[config.mk]
export PLATFORM = sky130hd
export DESIGN_NAME = serial_logic_unit
export DESIGN_NICKNAME = d
export VERILOG_FILES = /design/src/rtl/slu_pkg.sv /design/src/rtl/slu_bitop.sv /design/src/rtl/slu_shreg.sv /design/src/rtl/slu_ctrl.sv /design/src/rtl/serial_logic_unit.sv
export SDC_FILE = /design/constraint.sdc
export NUM_CORES = 1
export LEC_CHECK = 0
export ABC_CLOCK_PERIOD_IN_PS = 1660
export BUFFER_PORTS_ARGS = -buffer_cell sky130_fd_sc_hd__buf_2
export CORE_UTILIZATION = 41
export CTS_BUF_LIST = sky130_fd_sc_hd__clkbuf_16
export DETAILED_ROUTE_END_ITERATION = 6
export PLACE_DENSITY = 0.7
export SETUP_SLACK_MARGIN = 0.05
export SLEW_MARGIN = 20
export SYNTH_ARGS = -nofsm -noshare
export SYNTH_HDL_FRONTEND = slang
export SYNTH_SLANG_ARGS = --single-unit
[constraint.sdc]
create_clock -name clk -period 1.66 [get_ports clk]
set_input_delay 0 -clock clk [delete_from_list [all_inputs] [get_ports clk]]
set_output_delay 0 -clock clk [all_outputs]
set_load 0.05 [all_outputs]
[src/rtl/slu_pkg.sv]
package slu_pkg;

    typedef enum logic {
        ST_READY = 1'b0,
        ST_DONE  = 1'b1
    } slu_state_e;

    typedef struct packed {
        logic       invert;
        logic [1:0] base;
    } slu_func_t;

    localparam logic [1:0] OP_AND = 2'd0;
    localparam logic [1:0] OP_OR  = 2'd1;
    localparam logic [1:0] OP_XOR = 2'd2;
    localparam logic [1:0] OP_ONE = 2'd3;

    localparam int N_BASE = 4;

    function automatic logic [N_BASE-1:0] slu_candidates(input logic a, input logic b);
        logic [N_BASE-1:0] c;
        c[OP_AND] = a & b;
        c[OP_OR]  = a | b;
        c[OP_XOR] = a ^ b;
        c[OP_ONE] = 1'b1;
        return c;
    endfunction

endpackage

[src/rtl/slu_bitop.sv]
module slu_bitop
    import slu_pkg::*;
(
    input  slu_func_t func,
    input  logic      a_bit,
    input  logic      b_bit,
    output logic      res_bit
);
    logic [N_BASE-1:0] cand;
    logic              picked;

    always_comb begin
        cand    = slu_candidates(a_bit, b_bit);
        picked  = cand[func.base];
        res_bit = picked ^ func.invert;
    end
endmodule

[src/rtl/slu_shreg.sv]
module slu_shreg #(
    parameter int WIDTH = 4
) (
    input  logic             clk,
    input  logic             rst,
    input  logic             load_en,
    input  logic [WIDTH-1:0] load_val,
    input  logic             shift_en,
    input  logic             take_res,
    input  logic             res_bit,
    output logic [WIDTH-1:0] q
);
    logic fill_bit;

    always_comb fill_bit = take_res ? res_bit : q[0];

    always_ff @(posedge clk) begin
        if (rst) begin
            q <= '0;
        end else if (shift_en) begin
            q <= {fill_bit, q[WIDTH-1:1]};
        end else if (load_en) begin
            q <= load_val;
        end
    end
endmodule

[src/rtl/slu_ctrl.sv]
module slu_ctrl
    import slu_pkg::*;
#(
    parameter int WIDTH = 4
) (
    input  logic clk,
    input  logic rst,
    input  logic exec_i,
    output logic shift_o,
    output logic done_o
);
    localparam int CW = (WIDTH > 2) ? $clog2(WIDTH) : 1;
    localparam logic [CW-1:0] LAST = CW'(WIDTH - 1);

    slu_state_e    st;
    logic [CW-1:0] cnt;

    always_comb begin
        shift_o = !rst && (st == ST_READY) && (exec_i || (cnt != '0));
        done_o  = (st == ST_DONE);
    end

    always_ff @(posedge clk) begin
        if (rst) begin
            st  <= ST_READY;
            cnt <= '0;
        end else begin
            case (st)
                ST_READY: begin
                    if (shift_o) begin
                        cnt <= cnt + 1'b1;
                        if (cnt == LAST) st <= ST_DONE;
                    end
                end
                ST_DONE: begin
                    if (!exec_i) begin
                        st  <= ST_READY;
                        cnt <= '0;
                    end
                end
                default: st <= ST_READY;
            endcase
        end
    end
endmodule

[src/rtl/serial_logic_unit.sv]
module serial_logic_unit
    import slu_pkg::*;
#(
    parameter int WIDTH = 4
) (
    input  logic             clk,
    input  logic             rst,
    input  logic             load_i,
    input  logic [WIDTH-1:0] a_in_i,
    input  logic [WIDTH-1:0] b_in_i,
    input  logic             exec_i,
    input  logic [2:0]       func_i,
    input  logic [1:0]       route_i,
    output logic [WIDTH-1:0] a_o,
    output logic [WIDTH-1:0] b_o,
    output logic             shift_o,
    output logic             done_o
);
    localparam int N_REG = 2;

    logic                        shift_en;
    logic                        res_bit;
    logic                        load_ok;
    logic [N_REG-1:0][WIDTH-1:0] regs_q;
    logic [N_REG-1:0][WIDTH-1:0] load_vals;
    slu_func_t                   func;

    always_comb begin
        func         = slu_func_t'(func_i);
        load_ok      = load_i && !shift_en;
        load_vals[0] = a_in_i;
        load_vals[1] = b_in_i;
    end

    slu_ctrl #(.WIDTH(WIDTH)) u_ctrl (
        .clk     (clk),
        .rst     (rst),
        .exec_i  (exec_i),
        .shift_o (shift_en),
        .done_o  (done_o)
    );

    slu_bitop u_bitop (
        .func    (func),
        .a_bit   (regs_q[0][0]),
        .b_bit   (regs_q[1][0]),
        .res_bit (res_bit)
    );

    for (genvar g = 0; g < N_REG; g++) begin : g_reg
        slu_shreg #(.WIDTH(WIDTH)) u_reg (
            .clk      (clk),
            .rst      (rst),
            .load_en  (load_ok),
            .load_val (load_vals[g]),
            .shift_en (shift_en),
            .take_res (route_i[g]),
            .res_bit  (res_bit),
            .q        (regs_q[g])
        );
    end

    assign a_o     = regs_q[0];
    assign b_o     = regs_q[1];
    assign shift_o = shift_en;
endmodule

* Word level (Yosys, flattened, before mapping)
Index checks and enable logic that the tools add are counted.
** Word-level totals
- Memory bits (read-only) :: 0
- Bits in latches :: 0
- Memories kept :: 0
- Register bits after elaboration :: 11
- Memory bits (writable) :: 0
** Operators by class
- Bitwise operators :: 5
- Add/subtract/negate cells :: 1
- Divide/modulo/power cells :: 0
- Shift operators :: 0
- Magnitude comparators :: 1
- Reductions and logical operators :: 9
- Equality and inequality tests :: 3
- Multiply operators :: 0
- Mux-type cells :: 15
** Operator list (count)
- $mux 4 :: 4
- $mux 1 :: 6
- $mux 2 :: 2
- $ne 2x2->1 const B :: 2
- $pmux 2 s2 :: 1
- $reduce_bool 2->1 :: 2
- $logic_and 1x1->1 :: 3
- $lt 2x3->1 const B :: 1
- $add 2x1->2 const B :: 1
- $bmux 1 s2 :: 1
- $eq 2x2->1 const B :: 1
- $logic_not 1->1 :: 2
- $pmux 1 s2 :: 1
- $reduce_and 2->1 :: 1
- $xor 1x1->1 :: 2
- $and 1x1->1 :: 1
- $logic_or 1x1->1 :: 1
- $not 1->1 :: 1
- $or 1x1->1 :: 1

* Logic depth before layout (Yosys ltp)
- Depth after elaboration :: 7
- Gate-level depth with buffers :: 8

* By module
From an unflattened synthesis, not the netlist that was laid out.
** Second synthesis, totals
- Cells, all modules :: 68
- Area, all modules :: 663.1 um^2
** Modules (own cells, without submodules)
- slu_shreg :: times used 2, cells an instance 20, area an instance 198.9 um^2
- slu_ctrl :: times used 1, cells an instance 19, area an instance 178.9 um^2
- slu_bitop :: times used 1, cells an instance 8, area an instance 72.6 um^2
- serial_logic_unit :: times used 1, cells an instance 1, area an instance 13.8 um^2

* Worst setup path before layout
No wires, ideal clock.
- Path kind :: register to output
- From :: reg u_ctrl.cnt[0]
- To :: out shift_o
- Data required time :: 1.660 ns
- Stages on the path, launching flop included :: 8
- Slack :: -0.202 ns
- Data arrival time :: 1.862 ns
- Cell sequence :: dfxtp_1 inv_1 ha_1 nor2b_1 or2_1 clkbuf_2 buf_2 nor2_1
** On the way
- Word-level cells in the longest chain between the ends :: 3
** Ends and longest elaborated chain
- start, declared :: line slu_ctrl.sv:16 : logic [CW-1:0] cnt;
- start signal, assigned :: line slu_ctrl.sv:31 : cnt <= cnt + 1'b1;
- $reduce_bool 2->1 :: line slu_ctrl.sv:19 : shift_o = !rst && (st == ST_READY) && (exec_i || (cnt != '0));
- $logic_or 1x1->1 :: line slu_ctrl.sv:19
- $logic_and 1x1->1 :: line slu_ctrl.sv:19
- end, declared :: line serial_logic_unit.sv:16 : output logic shift_o,
No other way between the ends.

* Worst setup path after layout
- From :: reg u_ctrl.cnt[0]
- To :: reg g_reg[1].u_reg.q[0]
** On the way
- Word-level cells in the longest chain between the ends :: 6
- Elaborated cells on any way between the ends :: 7
** Ends and longest elaborated chain
- $reduce_bool 2->1 (*) :: line slu_ctrl.sv:19
- $logic_or 1x1->1 (*) :: line slu_ctrl.sv:19
- $logic_and 1x1->1 (*) :: line slu_ctrl.sv:19
- $logic_not 1->1 :: line serial_logic_unit.sv:30 : load_ok = load_i && !shift_en;
- $logic_and 1x1->1 :: line serial_logic_unit.sv:30
- $reduce_bool 2->1 (no line)
- end signal, assigned :: line slu_shreg.sv:21 : q <= {fill_bit, q[WIDTH-1:1]};
- end signal, assigned :: line slu_shreg.sv:23 : q <= load_val;
- end, declared :: line slu_shreg.sv:11 : output logic [WIDTH-1:0] q
Every way passes the cells marked *; elsewhere a longest branch is shown, timed or not.
A chain may end at the register's enable or synchronous reset.

==> metrics.txt <==
share of the yosys chip area belonging to registers 33.8%; final hold slack 80.2 ps; core area 1490 um2; worst setup path class flop to flop; worst setup margin 106 ps; clock sinks 11; Cell Rows 14; final worst path period share 93.6%; crit start category flop; CTS Root Cell clkbuf_16; relative slew slack 80.8%; Peak VDD IR 0.000770 V; CP endpoint kind flop; RSZ-0062 raised after global routing false; Hold Crit Depth 3; Starting Density 43.7%; Ant. Diodes 0; vias in the first global route 641; initial DRC count 9; IO Port Bufs 26; CTS H-tree lvls 1; Die Y 41.8 um; total global-route track usage 19.9%; CTS tree done; DIE AREA 1750 um2; Max Clock Freq 643 MHz; initial antenna violation count 0; gr ovfl total 0; worst min path class primary input to flop; Via density 5.24; 1st-pass router iterations 4; syn_nets 99; via count 645; Fillers 130; layout cell share with drive strength beyond 1 40.2%; Final Max Slew Viols 0; Lkg Pwr 0.442 nW; pin count of the biggest net entering global routing 15; Ys Warns 0; Max Cap Violations 0; status finished clean; syn_area_per_cell 8.34 um2; Worst Reg2Reg Path Length in Cells 8; pre-CTS setup slack 123 ps; final antenna-violating net count 0; Slew @ Worst Pin 287 ps; Setup Viol. Count Final 0; DP Cell Count 115; RePlAce Congestion 0.698; Bufs on Longest Clock Path 2; worst-path fanout max 6; Power per Cell Area 1440 nW/um2; Synth-to-Final Area Change 42.1%; WL per Instance 12.6 um; crit path DAT 1660 ps; Skew-Pair Late Insertion Delay 240 ps; Netlist cell types 21; synthesized area 651 um2; Syn Inst Count 78; TritonCTS buffer count 3; Tot Pwr 1.34 mW; Non-Filler Instances 123; DIE WIDTH 41.8 um; Multi-input gate area 407 um2; clock transition at the registers of the reported paths 40 ps; io pins 27; count of hold-fix buffers inserted at cts 0; # DRC 0; Req. time, crit path 1770 ps; Sequential Area 223 um2; total negative setup slack 0 ps; Nets 129; Final Hold Fails 0; first-pass GRT wire length 2.64 mm; min Tclk post-route 1550 ps; Yosys reg bits 11; Post-DP HPWL 1.08 mm; clk_skew 2.45 ps; routed wire length 1.56 mm
[logic make-up (layout without fill, tap and decap cells)]
group                      after synthesis  after routing  share of synthesized area [%]
buffers and inverters                   10             39                           7.50
AOI/OAI and AO/OA                       12             12                           12.9
and+or+nand+nor                         31             31                           23.1
xor gates and xnor gates                 2              2                           2.69
DFF                                     11             11                           33.8
adders and majority gates                4              4                           7.69
muxes                                    8              8                           12.3
[cell usage after synthesis, drive strengths merged]
library cell  count  area [um2]
dfxtp            11         220
buf               4        25.0
or4               2        15.0
inv               4        15.0
o22ai             2        12.5
nor2             16        60.1
or2               1        6.26
or3               2        12.5
xnor2             2        17.5
nor3              1        5.00
nand2b            2        12.5
nor2b             5        31.3
o21ai             2        10.0
nand2             2        7.51
mux2i             8        80.1
a211oi            7        52.6
ha                4        50.1
o2bb2ai           1        8.76
clkbuf            2        8.75
[placed cells by master, fill, tap and decap left out, types with 2 or more instances in the layout]
cell type,instances
a211oi_2,2
nand2b_1,2
o22ai_1,2
o21ai_1,2
or4_1,2
buf_2,25
or3_1,2
nand2_1,2
xnor2_1,2
inv_1,4
nor2b_1,4
buf_4,4
dfxtp_1,9
a211oi_1,5
nor2_1,15
dfxtp_2,2
mux2i_1,8
clkbuf_16,3
ha_1,3
[stage by stage]
stage / area [um2] / utilization (%)
after floorplan: 658 / -
after global placement: 782 / 52.5
after detailed placement: 782 / 52.5
after CTS: 903 / 60.7
after global routing: 925 / 62.1
final: 925 / 62.1
[critical path: stages (launching register included)]
cell	delay, ps
dfxtp_2	320
inv_1	40
ha_2	170
nor2b_2	160
or2_4	240
buf_6	130
buf_4	150
nor2_1	140
a211oi_2	70
[metal layers]
metal | wire, um | vias up | GRT usage [%]
li1 | - | 325 | -
met1 | 670 | 301 | 23.4
met2 | 799 | 17 | 35.0
met3 | 76 | 2 | 3.91
met4 | 9 | 0 | 7.74
met5 | 0 | - | 0
[flip-flops by register name, summed over array words and instances, names as in the netlist]
| register | count |
|---|---|
| u_ctrl.done_o | 1 |
| u_ctrl.cnt | 2 |
| g.u_reg.q | 8 |
[power by group]
group	total (mW)	internal (mW)	switching [mW]
Sequential	0.368	0.321	0.0472
Clock	0.432	0.316	0.116
Combinational	0.536	0.206	0.329
Total	1.34	0.843	0.493
[layout make-up]
class                   count  share of cell area [%]
multi-input cells          57                    44.0
flip-flops and latches     11                    24.1
clock buffers               3                    8.12
clock inverters             1                   0.406
inverters                   4                    1.62
repair buffers             31                    19.6
well taps                  16                    2.17
[path summary, 6_finish.rpt]
path	start	to	slack [ps]
max reg2reg	u_ctrl.cnt[0]	g_reg[1].u_reg.q[0]	110
min reg2reg	g_reg[1].u_reg.q[2]	g_reg[1].u_reg.q[1]	530
max	u_ctrl.cnt[0]	g_reg[1].u_reg.q[0]	110
min	exec_i	u_ctrl.done_o	80
[what timing repair did]
action                     in CTS  in global routing
setup buffers                   4                  0
pin swaps                       1                  1
gates resized for setup         5                  7
setup endpoints to repair       1                  9
gates cloned                    0                  0
Note: power is estimated with default switching activity, not from simulation.
